<file path="src/rtl/asi_endian_pkg.sv">
package asi_endian_pkg;

  typedef enum logic [1:0] {
    ACC_FETCH = 2'd0,
    ACC_DATA  = 2'd1,
    ACC_ALT   = 2'd2,
    ACC_PFALT = 2'd3
  } accessKind_e;

  typedef struct packed {
    logic loadEn;    // capture new data this cycle
    logic swapEn;    // apply a byte reorder
    logic wordMode;  // reorder within each 32-bit word
  } ctrlStrobe_t;

endpackage

</file>
<file path="src/rtl/asi_endian_ctrl.sv">
module asi_endian_ctrl
  import asi_endian_pkg::*;
#(
  parameter int AsiW             = 8,
  parameter int TlW              = 3,
  parameter int PrimaryAsi       = 'h80,
  parameter int PrimaryLittleAsi = 'h88,
  parameter int NucleusAsi       = 'h04,
  parameter int NucleusLittleAsi = 'h0C,
  parameter int RestrictLimit    = 'h80,
  parameter int LittleAsiBit     = 3,
  parameter bit PrefetchTraps    = 1'b0
) (
  input  logic            clk,
  input  logic            rstN,
  input  logic            inValid,
  input  logic [1:0]      accessType,
  input  logic [TlW-1:0]  trapLevel,
  input  logic            curLittle,
  input  logic            privMode,
  input  logic            immBit,
  input  logic [AsiW-1:0] immAsi,
  input  logic [AsiW-1:0] asiReg,
  input  logic            isDword,
  output ctrlStrobe_t     strobe,
  output logic            outValid,
  output logic [AsiW-1:0] asiOut,
  output logic            littleOut,
  output logic            privExc,
  output logic            noOp
);

  localparam logic [AsiW-1:0] PrimCode    = AsiW'(PrimaryAsi);
  localparam logic [AsiW-1:0] PrimLitCode = AsiW'(PrimaryLittleAsi);
  localparam logic [AsiW-1:0] NucCode     = AsiW'(NucleusAsi);
  localparam logic [AsiW-1:0] NucLitCode  = AsiW'(NucleusLittleAsi);
  localparam logic [AsiW-1:0] LimitCode   = AsiW'(RestrictLimit);

  accessKind_e     kind;
  logic [AsiW-1:0] explicitAsi;
  logic            atTopLevel;
  logic            restricted;
  logic [AsiW-1:0] nextAsi;
  logic            nextLittle;
  logic            nextExc;
  logic            nextNoOp;

  assign kind        = accessKind_e'(accessType);
  assign explicitAsi = immBit ? asiReg : immAsi;
  assign atTopLevel  = (trapLevel == '0);
  assign restricted  = (explicitAsi < LimitCode) && !privMode;

  always_comb begin
    nextAsi    = PrimCode;
    nextLittle = 1'b0;
    nextExc    = 1'b0;
    nextNoOp   = 1'b0;
    unique case (kind)
      ACC_FETCH: begin
        nextAsi    = atTopLevel ? PrimCode : NucCode;
        nextLittle = 1'b0;
      end
      ACC_DATA: begin
        if (atTopLevel) nextAsi = curLittle ? PrimLitCode : PrimCode;
        else            nextAsi = curLittle ? NucLitCode  : NucCode;
        nextLittle = curLittle;
      end
      ACC_ALT: begin
        nextAsi    = explicitAsi;
        nextLittle = explicitAsi[LittleAsiBit];
        nextExc    = restricted;
      end
      ACC_PFALT: begin
        nextAsi    = explicitAsi;
        nextLittle = explicitAsi[LittleAsiBit];
        if (PrefetchTraps) nextExc  = restricted;
        else               nextNoOp = restricted;
      end
      default: ;
    endcase
  end

  always_comb begin
    strobe.loadEn   = inValid;
    strobe.swapEn   = nextLittle;
    strobe.wordMode = isDword;
  end

  always_ff @(posedge clk) begin
    if (!rstN) begin
      outValid  <= 1'b0;
      asiOut    <= '0;
      littleOut <= 1'b0;
      privExc   <= 1'b0;
      noOp      <= 1'b0;
    end else begin
      outValid <= inValid;
      if (inValid) begin
        asiOut    <= nextAsi;
        littleOut <= nextLittle;
        privExc   <= nextExc;
        noOp      <= nextNoOp;
      end
    end
  end

endmodule

</file>
<file path="src/rtl/asi_endian_dpath.sv">
module asi_endian_dpath
  import asi_endian_pkg::*;
#(
  parameter int DataW = 64
) (
  input  logic             clk,
  input  logic             rstN,
  input  ctrlStrobe_t      strobe,
  input  logic [DataW-1:0] dataIn,
  output logic [DataW-1:0] dataOut
);

  localparam int ByteCnt   = DataW / 8;
  localparam int WordBytes = 4;
  localparam int WordCnt   = ByteCnt / WordBytes;

  logic [DataW-1:0] fullRev;
  logic [DataW-1:0] wordRev;
  logic [DataW-1:0] nextData;

  // Reverse the bytes of the whole item, end to end
  for (genvar b = 0; b < ByteCnt; b++) begin : g_full
    assign fullRev[b*8 +: 8] = dataIn[(ByteCnt-1-b)*8 +: 8];
  end

  // Reverse the bytes inside each 32-bit word; words stay in place
  for (genvar w = 0; w < WordCnt; w++) begin : g_word
    for (genvar k = 0; k < WordBytes; k++) begin : g_lane
      assign wordRev[(w*WordBytes+k)*8 +: 8] =
             dataIn[(w*WordBytes+WordBytes-1-k)*8 +: 8];
    end
  end

  always_comb begin
    if (!strobe.swapEn)       nextData = dataIn;
    else if (strobe.wordMode) nextData = wordRev;
    else                      nextData = fullRev;
  end

  always_ff @(posedge clk) begin
    if (!rstN)              dataOut <= '0;
    else if (strobe.loadEn) dataOut <= nextData;
  end

endmodule

</file>
<file path="src/rtl/asi_endian_unit.sv">
module asi_endian_unit
  import asi_endian_pkg::*;
#(
  parameter int AsiW             = 8,
  parameter int TlW              = 3,
  parameter int DataW            = 64,
  parameter int PrimaryAsi       = 'h80,
  parameter int PrimaryLittleAsi = 'h88,
  parameter int NucleusAsi       = 'h04,
  parameter int NucleusLittleAsi = 'h0C,
  parameter int RestrictLimit    = 'h80,
  parameter int LittleAsiBit     = 3,
  parameter bit PrefetchTraps    = 1'b0
) (
  input  logic             clk,
  input  logic             rstN,
  input  logic             inValid,
  input  logic [1:0]       accessType,
  input  logic [TlW-1:0]   trapLevel,
  input  logic             curLittle,
  input  logic             privMode,
  input  logic             immBit,
  input  logic [AsiW-1:0]  immAsi,
  input  logic [AsiW-1:0]  asiReg,
  input  logic             isDword,
  input  logic [DataW-1:0] dataIn,
  output logic             outValid,
  output logic [AsiW-1:0]  asiOut,
  output logic             littleOut,
  output logic [DataW-1:0] dataOut,
  output logic             privExc,
  output logic             noOp
);

  ctrlStrobe_t strobe;

  asi_endian_ctrl #(
    .AsiW(AsiW), .TlW(TlW),
    .PrimaryAsi(PrimaryAsi), .PrimaryLittleAsi(PrimaryLittleAsi),
    .NucleusAsi(NucleusAsi), .NucleusLittleAsi(NucleusLittleAsi),
    .RestrictLimit(RestrictLimit), .LittleAsiBit(LittleAsiBit),
    .PrefetchTraps(PrefetchTraps)
  ) i_ctrl (
    .clk(clk), .rstN(rstN), .inValid(inValid), .accessType(accessType),
    .trapLevel(trapLevel), .curLittle(curLittle), .privMode(privMode),
    .immBit(immBit), .immAsi(immAsi), .asiReg(asiReg), .isDword(isDword),
    .strobe(strobe), .outValid(outValid), .asiOut(asiOut),
    .littleOut(littleOut), .privExc(privExc), .noOp(noOp)
  );

  asi_endian_dpath #(.DataW(DataW)) i_dpath (
    .clk(clk), .rstN(rstN), .strobe(strobe),
    .dataIn(dataIn), .dataOut(dataOut)
  );

endmodule

</file>
<file path="config.mk">
export PLATFORM = sky130hd
export DESIGN_NAME = asi_endian_unit
export DESIGN_NICKNAME = d
export VERILOG_FILES = /design/src/rtl/asi_endian_pkg.sv /design/src/rtl/asi_endian_ctrl.sv /design/src/rtl/asi_endian_dpath.sv /design/src/rtl/asi_endian_unit.sv
export SDC_FILE = /design/constraint.sdc
export NUM_CORES = 1
export LEC_CHECK = 0
export BUFFER_PORTS_ARGS = -buffer_cell sky130_fd_sc_hd__buf_2
export CAP_MARGIN = 20
export CORE_MARGIN = 2
export CORE_UTILIZATION = 50
export DETAILED_ROUTE_END_ITERATION = 10
export GPL_ROUTABILITY_DRIVEN = 1
export PLACE_DENSITY = 0.79
export SLEW_MARGIN = 20
export SYNTH_ARGS = -nofsm -noshare
export SYNTH_HDL_FRONTEND = slang
export SYNTH_HIERARCHICAL = 1
export SYNTH_SLANG_ARGS = --single-unit
</file>
<file path="constraint.sdc">
create_clock -name clk -period 4.5 [get_ports clk]
set_input_delay 0.225 -clock clk [delete_from_list [all_inputs] [get_ports clk]]
set_output_delay 0.225 -clock clk [all_outputs]
set_load 0.01 [all_outputs]
</file>
### Yosys cells after proc, flatten, opt, wreduce, memory -nomap -nowiden

Cells that the tools add are included.

| storage, ports and cells | value |
|---|---|
| output and inout port bits | 76 |
| flip-flop bits (word level) | 76 |

| cells by class | value |
|---|---|
| $lt $le $gt $ge | 1 |
| equality and inequality tests | 3 |
| mux-type cells | 11 |
| reduce and logical (&&, ||, !) cells | 5 |

Operator list:

| cell | count |
|---|---|
| 64-bit two-way mux | 2 |
| 8-bit two-way mux | 3 |
| 8-bit one-hot mux with 3 select lines | 1 |
| 8-bit < comparator (second input constant) | 1 |
| 4-bit two-way mux | 2 |
| 2-bit == test (second input constant) | 2 |
| 3-bit logical NOT | 1 |
| 1-bit one-hot mux with 3 select lines | 1 |
| 2-bit by 1-bit == test with 1-bit output (second input constant) | 1 |
| 2-bit logical NOT | 1 |
| 1-bit two-way mux | 2 |
| 2-bit OR reduction | 1 |
| 1-bit logical AND | 1 |
| 1-bit logical NOT | 1 |

### Depth between registers and ports, before layout

Gate-level depths: netlist of run 1.

| depth | value |
|---|---|
| word-level depth | 4 |
| depth in mapped cells | 10 |
| gate-level depth less buffers | 5 |

### Cells and area by module

The synthesis of run 1 kept the hierarchy.

Modules (own cells, without submodules):

| module | seq. area each (um^2) | cells an instance | area an instance (um^2) | instances |
|---|---|---|---|---|
| asi_endian_dpath | 1281.2 | 364 | 3448.3 | 1 |
| asi_endian_ctrl | 220.2 | 62 | 578.1 | 1 |

### Worst setup path before layout of run 1

Ideal clock, no wire load.

| path | value |
|---|---|
| path type | input to register |
| from | input immBit |
| to | register i_dpath.dataOut[51] |
| required time | 4.418 ns |
| buffers on the path | 5 |
| setup time | 0.082 ns |
| setup slack | 2.871 ns |
| arrival time | 1.546 ns |
| stages | 10 |
| cell sequence | buf_6 mux2_2 nand2_1 nand2_1 buf_4 nand2b_1 buf_2 buf_6 buf_6 o221ai_1 |

RTL lines:

| element | line | RTL |
|---|---|---|
| from (decl) | asi_endian_unit.sv:22 | `input logic immBit,` |
| to (signal assigned) | asi_endian_dpath.sv:42 | `else if (strobe.loadEn) dataOut <= nextData;` |
| to (decl) | asi_endian_dpath.sv:10 | `output logic [DataW-1:0] dataOut` |

==> results of run 1 <==
## path summary, 6_finish.rpt
kind                                             to  slack, ps  cells after the start                start
worst max register to register     i_ctrl/asiOut[7]       3540                      3     i_ctrl/asiOut[7]
worst min-delay path                    i_ctrl/noOp        100                      2             privMode
worst min register to register  i_dpath/dataOut[56]        490                      2  i_dpath/dataOut[56]
worst max-delay path             i_dpath/dataOut[7]       2600                      7               immBit
## layout by cell type, fill, tap and decap left out, drive strengths merged
cell type,instances
mux2,3
o221ai,64
dfxtp,75
a31oi,1
nand3,1
inv,5
clkinv,2
bufinv,3
nand2,69
mux2i,69
and2,6
a21oi,1
nor4,1
nor2b,2
buf,170
nor3,1
o21a,2
o41ai,1
nand2b,3
clkbuf,11
o22ai,5
o21ai,2
o221a,1
nand3b,66
## synthesized netlist by cell type, types with 3 or more instances
cell / instances / share of area
dfxtp_1: 75 / 0.37
mux2i_1: 69 / 0.17
nand2_1: 69 / 0.064
nand3b_1: 66 / 0.12
o221ai_1: 63 / 0.14
clkbuf_1: 17 / 0.016
buf_2: 14 / 0.017
buf_4: 12 / 0.022
and2_1: 6 / 0.0093
inv_1: 5 / 0.0047
o22ai_1: 5 / 0.0078
buf_6: 3 / 0.0084
nand2b_1: 3 / 0.0047
## power breakdown
group	switching [mW]	leakage (nW)	total [mW]	internal (mW)
registers	0.0283	0.618	0.745	0.717
clock network	0.245	0.123	0.627	0.382
logic	0.179	1.64	0.325	0.146
## through the flow
| stage | cell area [um2] | std cells | power, mW |
|---|---|---|---|
| 3_3_place_gp | 4750 | 650 | 1.08 |
| 6_report | 5000 | 666 | 1.70 |
| 3_5_place_dp | 4760 | 650 | 1.08 |
| 5_1_grt | 5000 | 666 | 1.77 |
| 2_1_floorplan | 4030 | 426 | 0.955 |
| 4_1_cts | 5000 | 666 | 1.71 |
## sequential cells by signal, summed over array words and instances (netlist names)
signal and cells:
i_ctrl/noOp 1, i_ctrl/asiOut 8, i_dpath/dataOut 64, i_ctrl/privExc 1
i_ctrl/outValid 1
## per-layer routing
| metal | vias to the layer above | wire, um | global-route usage |
|---|---|---|---|
| met5 | - | 0 | 0 |
| met4 | 0 | 241 | 0.106 |
| met3 | 18 | 666 | 0.0329 |
| met2 | 156 | 5220 | 0.391 |
| met1 | 1798 | 4610 | 0.308 |
| li1 | 1865 | - | - |
## critical path, cell delays in order
cell,delay [ps]
buf_2,210
mux2_2,370
nand2_1,100
nand2_1,100
nand3_2,360
buf_4,500
o221ai_1,200
## final cells by class
type	instances	area (um2)
tap	102	128
inverter	5	18.8
clock buffer	11	141
sequential	75	1500
fill	678	2770
timing repair buffer	170	863
clock inverter	5	100
multi-input combinational	298	2250
## kinds of logic after synthesis
group                  count (synthesis)  share of synthesized area
AND/OR/NAND/NOR                      149                      0.211
AO/OA/AOI/OAI                         77                      0.164
flip-flops                            75                      0.373
multiplexers                          72                      0.181
buffers and inverters                 53                     0.0705
==> flow_summary.yaml, run 1 <==
cells_and_area:
  drive_gt1_frac: 0.344
  area_delta_synth_final_pct: 24.2
  fin_util: 0.644
  fin_nets: 651
  diodes: 0
synthesis:
  synth-seq-cells: 75
  synth-edff-count: 0
  yosysWarnings: 6
  postSynthAreaPerCell_um2: 9.45
  seq_area_frac_synth: 0.373
  syn_area_um2: 4030
  ys.flop_type: "dfxtp_1"
  syn_inst: 426
  async_reset_ff_frac: 0
  synth_nets: 518
  synth_cell_types: 27
global_route:
  grt_start_max_net_pins: 88
  antenna_found_initial: 0
  grt-ovfl-total: 0
  gr-usage-all-layers: 0.237
  grt_pass1_wl_mm: 16.9
  first_global_vias: 3543
timing:
  final.setup.tns_ps: 0
  worstMarginPinSlew_ps: 1040
  hold_slack_ps: 104
  maxSlewViolCount: 0
  hold_violations: 0
  max_clock_freq_mhz: 526
  slew-limit-headroom: 0.305
  skew_ps: 0
  finalWorstSetupSlack_ps: 2600
  setup_viol: 0
  finalCriticalPeriod_ps: 1900
  rsz0062_at_grt: "false"
  fin_crit_sh: 0.422
setup_path:
  worstSetupPathType: "input port to flop"
  path_max_fanout: 44
  start_kind: "input port"
  crit_required_ps: 4680
  arrival_ps: 2080
  crit_path_end_kind: "flop"
route:
  drc: 0
  route.vias.total: 3837
  wire_per_inst_um: 16.1
  firstDrtPassIters: 5
  drt-initial-drc-count: 198
  ant_nets: 0
  viasPerCell: 5.76
  wl_mm: 10.7
pwr:
  p_per_area_nw_per_um2: 339
  peakVddDrop_mv: 0.239
  p_leak_nw: 2.38
clock_network:
  postCtsSetupBuffers: 0
  clock_latency_ps: 340
  cts_buffers: 9
  cts_hold_buf: 0
  htreeDepth: 3
  cts.sinks: 75
  cts.path.max_buffers: 2
  cts_root_buf: "clkbuf_8"
  path_clk_slew_ps: 80
  cts_resized: 0
  cts_tree: "built"
floorplanning:
  die_area_um2: 8790
  placementRows: 32
  core_um2: 7770
  chipHeight_um: 93.7
  start_util: 0.518
  boundaryPins: 168
  die_x_um: 93.7
place:
  dp_hpwl_mm: 7.17
  finalWeightedCongestion: 0.807
  dp_slack_ps: 2250
  io_buffers: 167
flow_run:
  drv_cap: 0
status:
  status: "complete, no violations"
worst_hold_path:
  hold_path_class: "input port to flop"
(Power assumes the default switching activity.)
==> inputs of run 2 (changes only) <==
--- a/config.mk
+++ b/config.mk
@@ -5,13 +5,14 @@
 export SDC_FILE = /design/constraint.sdc
 export NUM_CORES = 1
 export LEC_CHECK = 0
+export ABC_AREA = 1
 export BUFFER_PORTS_ARGS = -buffer_cell sky130_fd_sc_hd__buf_2
 export CAP_MARGIN = 20
 export CORE_MARGIN = 2
-export CORE_UTILIZATION = 50
+export CORE_UTILIZATION = 49
 export DETAILED_ROUTE_END_ITERATION = 10
 export GPL_ROUTABILITY_DRIVEN = 1
-export PLACE_DENSITY = 0.79
+export PLACE_DENSITY = 0.76
 export SLEW_MARGIN = 20
 export SYNTH_ARGS = -nofsm -noshare
 export SYNTH_HDL_FRONTEND = slang
==> constraint.sdc (replaced) <==
create_clock -name clk -period 1.95 [get_ports clk]
set_input_delay 0.0975 -clock clk [delete_from_list [all_inputs] [get_ports clk]]
set_output_delay 0.0975 -clock clk [all_outputs]
set_load 0.01 [all_outputs]
==> flow_summary.yaml, run 2 <==
status:
  status: "complete, no violations"
cells_and_area:
  most-common-layout-cells: "buf_2 (167), nand2_1 (146), a21oi_1 (130), dfxtp_1 (75), inv_1 (71)"
  largest_reg_flops: 64
  area_delta_synth_final_pct: 19.4
  regMostFlops: "i_dpath/dataOut"
  fin_util: 0.596
  final_area_um2: 5150
  layout_commonest_cell: "buf_2"
  reg_top3: "i_dpath/dataOut x64, i_ctrl/asiOut x8"
  fin_nets: 871
  diodes: 0
  finalNonFillerCells: 892
  drive_gt1_frac: 0.260
global_route:
  grt_pass1_wl_mm: 20.4
  grt-ovfl-total: 0
  grt_start_max_net_pins: 65
  gr-usage-all-layers: 0.259
  antenna_found_initial: 0
  first_global_vias: 4267
route:
  wire_per_inst_um: 14.2
  drt-initial-drc-count: 387
  ant_nets: 0
  firstDrtPassIters: 4
  viasPerCell: 5.30
  route.vias.total: 4728
  drc: 0
  wl_mm: 12.7
setup_path:
  reg2regPathDepth: 3
  arrival_ps: 1420
  start_kind: "input port"
  crit_path_end_kind: "flop"
  reg2reg_from: "i_ctrl/asiOut[7]"
  path_max_fanout: 41
  crit_required_ps: 2220
  crit_start: "immBit"
  reg2reg_to: "i_ctrl/asiOut[7]"
  endpoint: "i_dpath/dataOut[34]"
  worstSetupPathType: "input port to flop"
  worst-r2r-setup-slack_ps: 1140
synthesis:
  synth_nets: 736
  ys.flop_type: "dfxtp_1"
  ys_top_cells_by_count: "nand2_1 (146), a21oi_1 (130), dfxtp_1 (75)"
  synth_cell_types: 22
  syn_area_um2: 4310
  synth_area_leaders: "dfxtp_1 (35%), a21oi_1 (15%), nand2_1 (13%)"
  yosys.area.top_type: "dfxtp_1"
  synth-edff-count: 0
  syn_inst: 644
  yosys.area.top_type_share: 0.348
  seq_area_frac_synth: 0.348
  async_reset_ff_frac: 0
  synth-seq-cells: 75
  yosysWarnings: 6
  postSynthAreaPerCell_um2: 6.69
  synth_most_common_cell: "nand2_1"
floorplanning:
  placementRows: 34
  core_um2: 8640
  die_x_um: 97.8
  chipHeight_um: 97.8
  start_util: 0.499
  die_area_um2: 9560
  boundaryPins: 168
pwr:
  peakVddDrop_mv: 0.420
  p_leak_nw: 2.71
  p_per_area_nw_per_um2: 787
clock_network:
  cts.sinks: 75
  cts_tree: "built"
  cts_hold_buf: 0
  path_clk_slew_ps: 80
  cts.path.max_buffers: 2
  clock_latency_ps: 340
  cts_buffers: 9
  cts_resized: 0
  htreeDepth: 3
  cts_root_buf: "clkbuf_8"
  postCtsSetupBuffers: 0
timing:
  slew-limit-headroom: 0.315
  setup_viol: 0
  final.setup.tns_ps: 0
  max_clock_freq_mhz: 872
  rsz0062_at_grt: "false"
  finalCriticalPeriod_ps: 1150
  hold_violations: 0
  skew_ps: 0
  maxSlewViolCount: 0
  fin_crit_sh: 0.588
  worstMarginPinSlew_ps: 1030
worst_hold_path:
  hold_path_class: "input port to flop"
place:
  finalWeightedCongestion: 0.854
  placed_area_um2: 4900
  io_buffers: 167
  dp_hpwl_mm: 8.75
  dp.cells: 876
flow_run:
  drv_cap: 0
==> run 2: cells by family after synthesis <==
family | share of synthesized area
AO/OA/AOI/OAI | 0.253
AND/OR/NAND/NOR | 0.224
buffers and inverters | 0.175
flip-flops | 0.348
==> run 2: layer usage <==
layer / up-vias / track usage / wire, um
met4: 0 / 0.0919 / 248
met1: 2110 / 0.372 / 5750
met3: 20 / 0.0487 / 1080
met2: 228 / 0.392 / 5610
li1: 2370 / - / -
met5: - / 0 / 0
==> run 2: metrics by stage <==
| step | power (mW) | worst slack (ps) | hold slack [ps] |
|---|---|---|---|
| floorplan | 2.33 | 848 | 191 |
| global placement | 2.60 | 509 | 377 |
| detailed placement | 2.61 | 467 | 395 |
| CTS | 4.07 | 839 | 14.2 |
| global route | 4.26 | 704 | 23.6 |
| finish | 4.05 | 803 | 29.7 |
==> run 2: cell type report <==
cell class                 count  area, um2
clock buffer                  11        141
clock inverter                 5        100
fill                         827       3490
inverter                      76        293
multi-input combinational    442       2050
sequential                    75       1500
tap                          108        135
timing repair buffer         175        921
==> run 2: worst min-delay path by stage <==
stage                             to  depth (start not counted)  slack (ps)  startpoint
floorplan            i_ctrl/outValid                          2         190     inValid
global placement    i_ctrl/asiOut[4]                          3         380   asiReg[4]
detailed placement  i_ctrl/asiOut[4]                          3         400   asiReg[4]
CTS                 i_ctrl/asiOut[4]                          3          10   asiReg[4]
global route        i_ctrl/asiOut[4]                          3          20   asiReg[4]
finish              i_ctrl/asiOut[4]                          3          30   asiReg[4]
==> run 2: report_power, final <==
part           switching [mW]  internal [mW]  leakage (nW)  total (mW)
Sequential             0.0632           1.65         0.622        1.71
Clock                   0.579          0.882         0.123        1.46
Combinational           0.541          0.335          1.97       0.876
==> run 2: worst max-delay path: stages <==
cell and delay [ps]:
buf_2 150, inv_1 160, nand2_1 70, nand3_1 70, nand2_1 80, inv_2 70
buf_4 380, nand3_1 160, a21oi_1 170
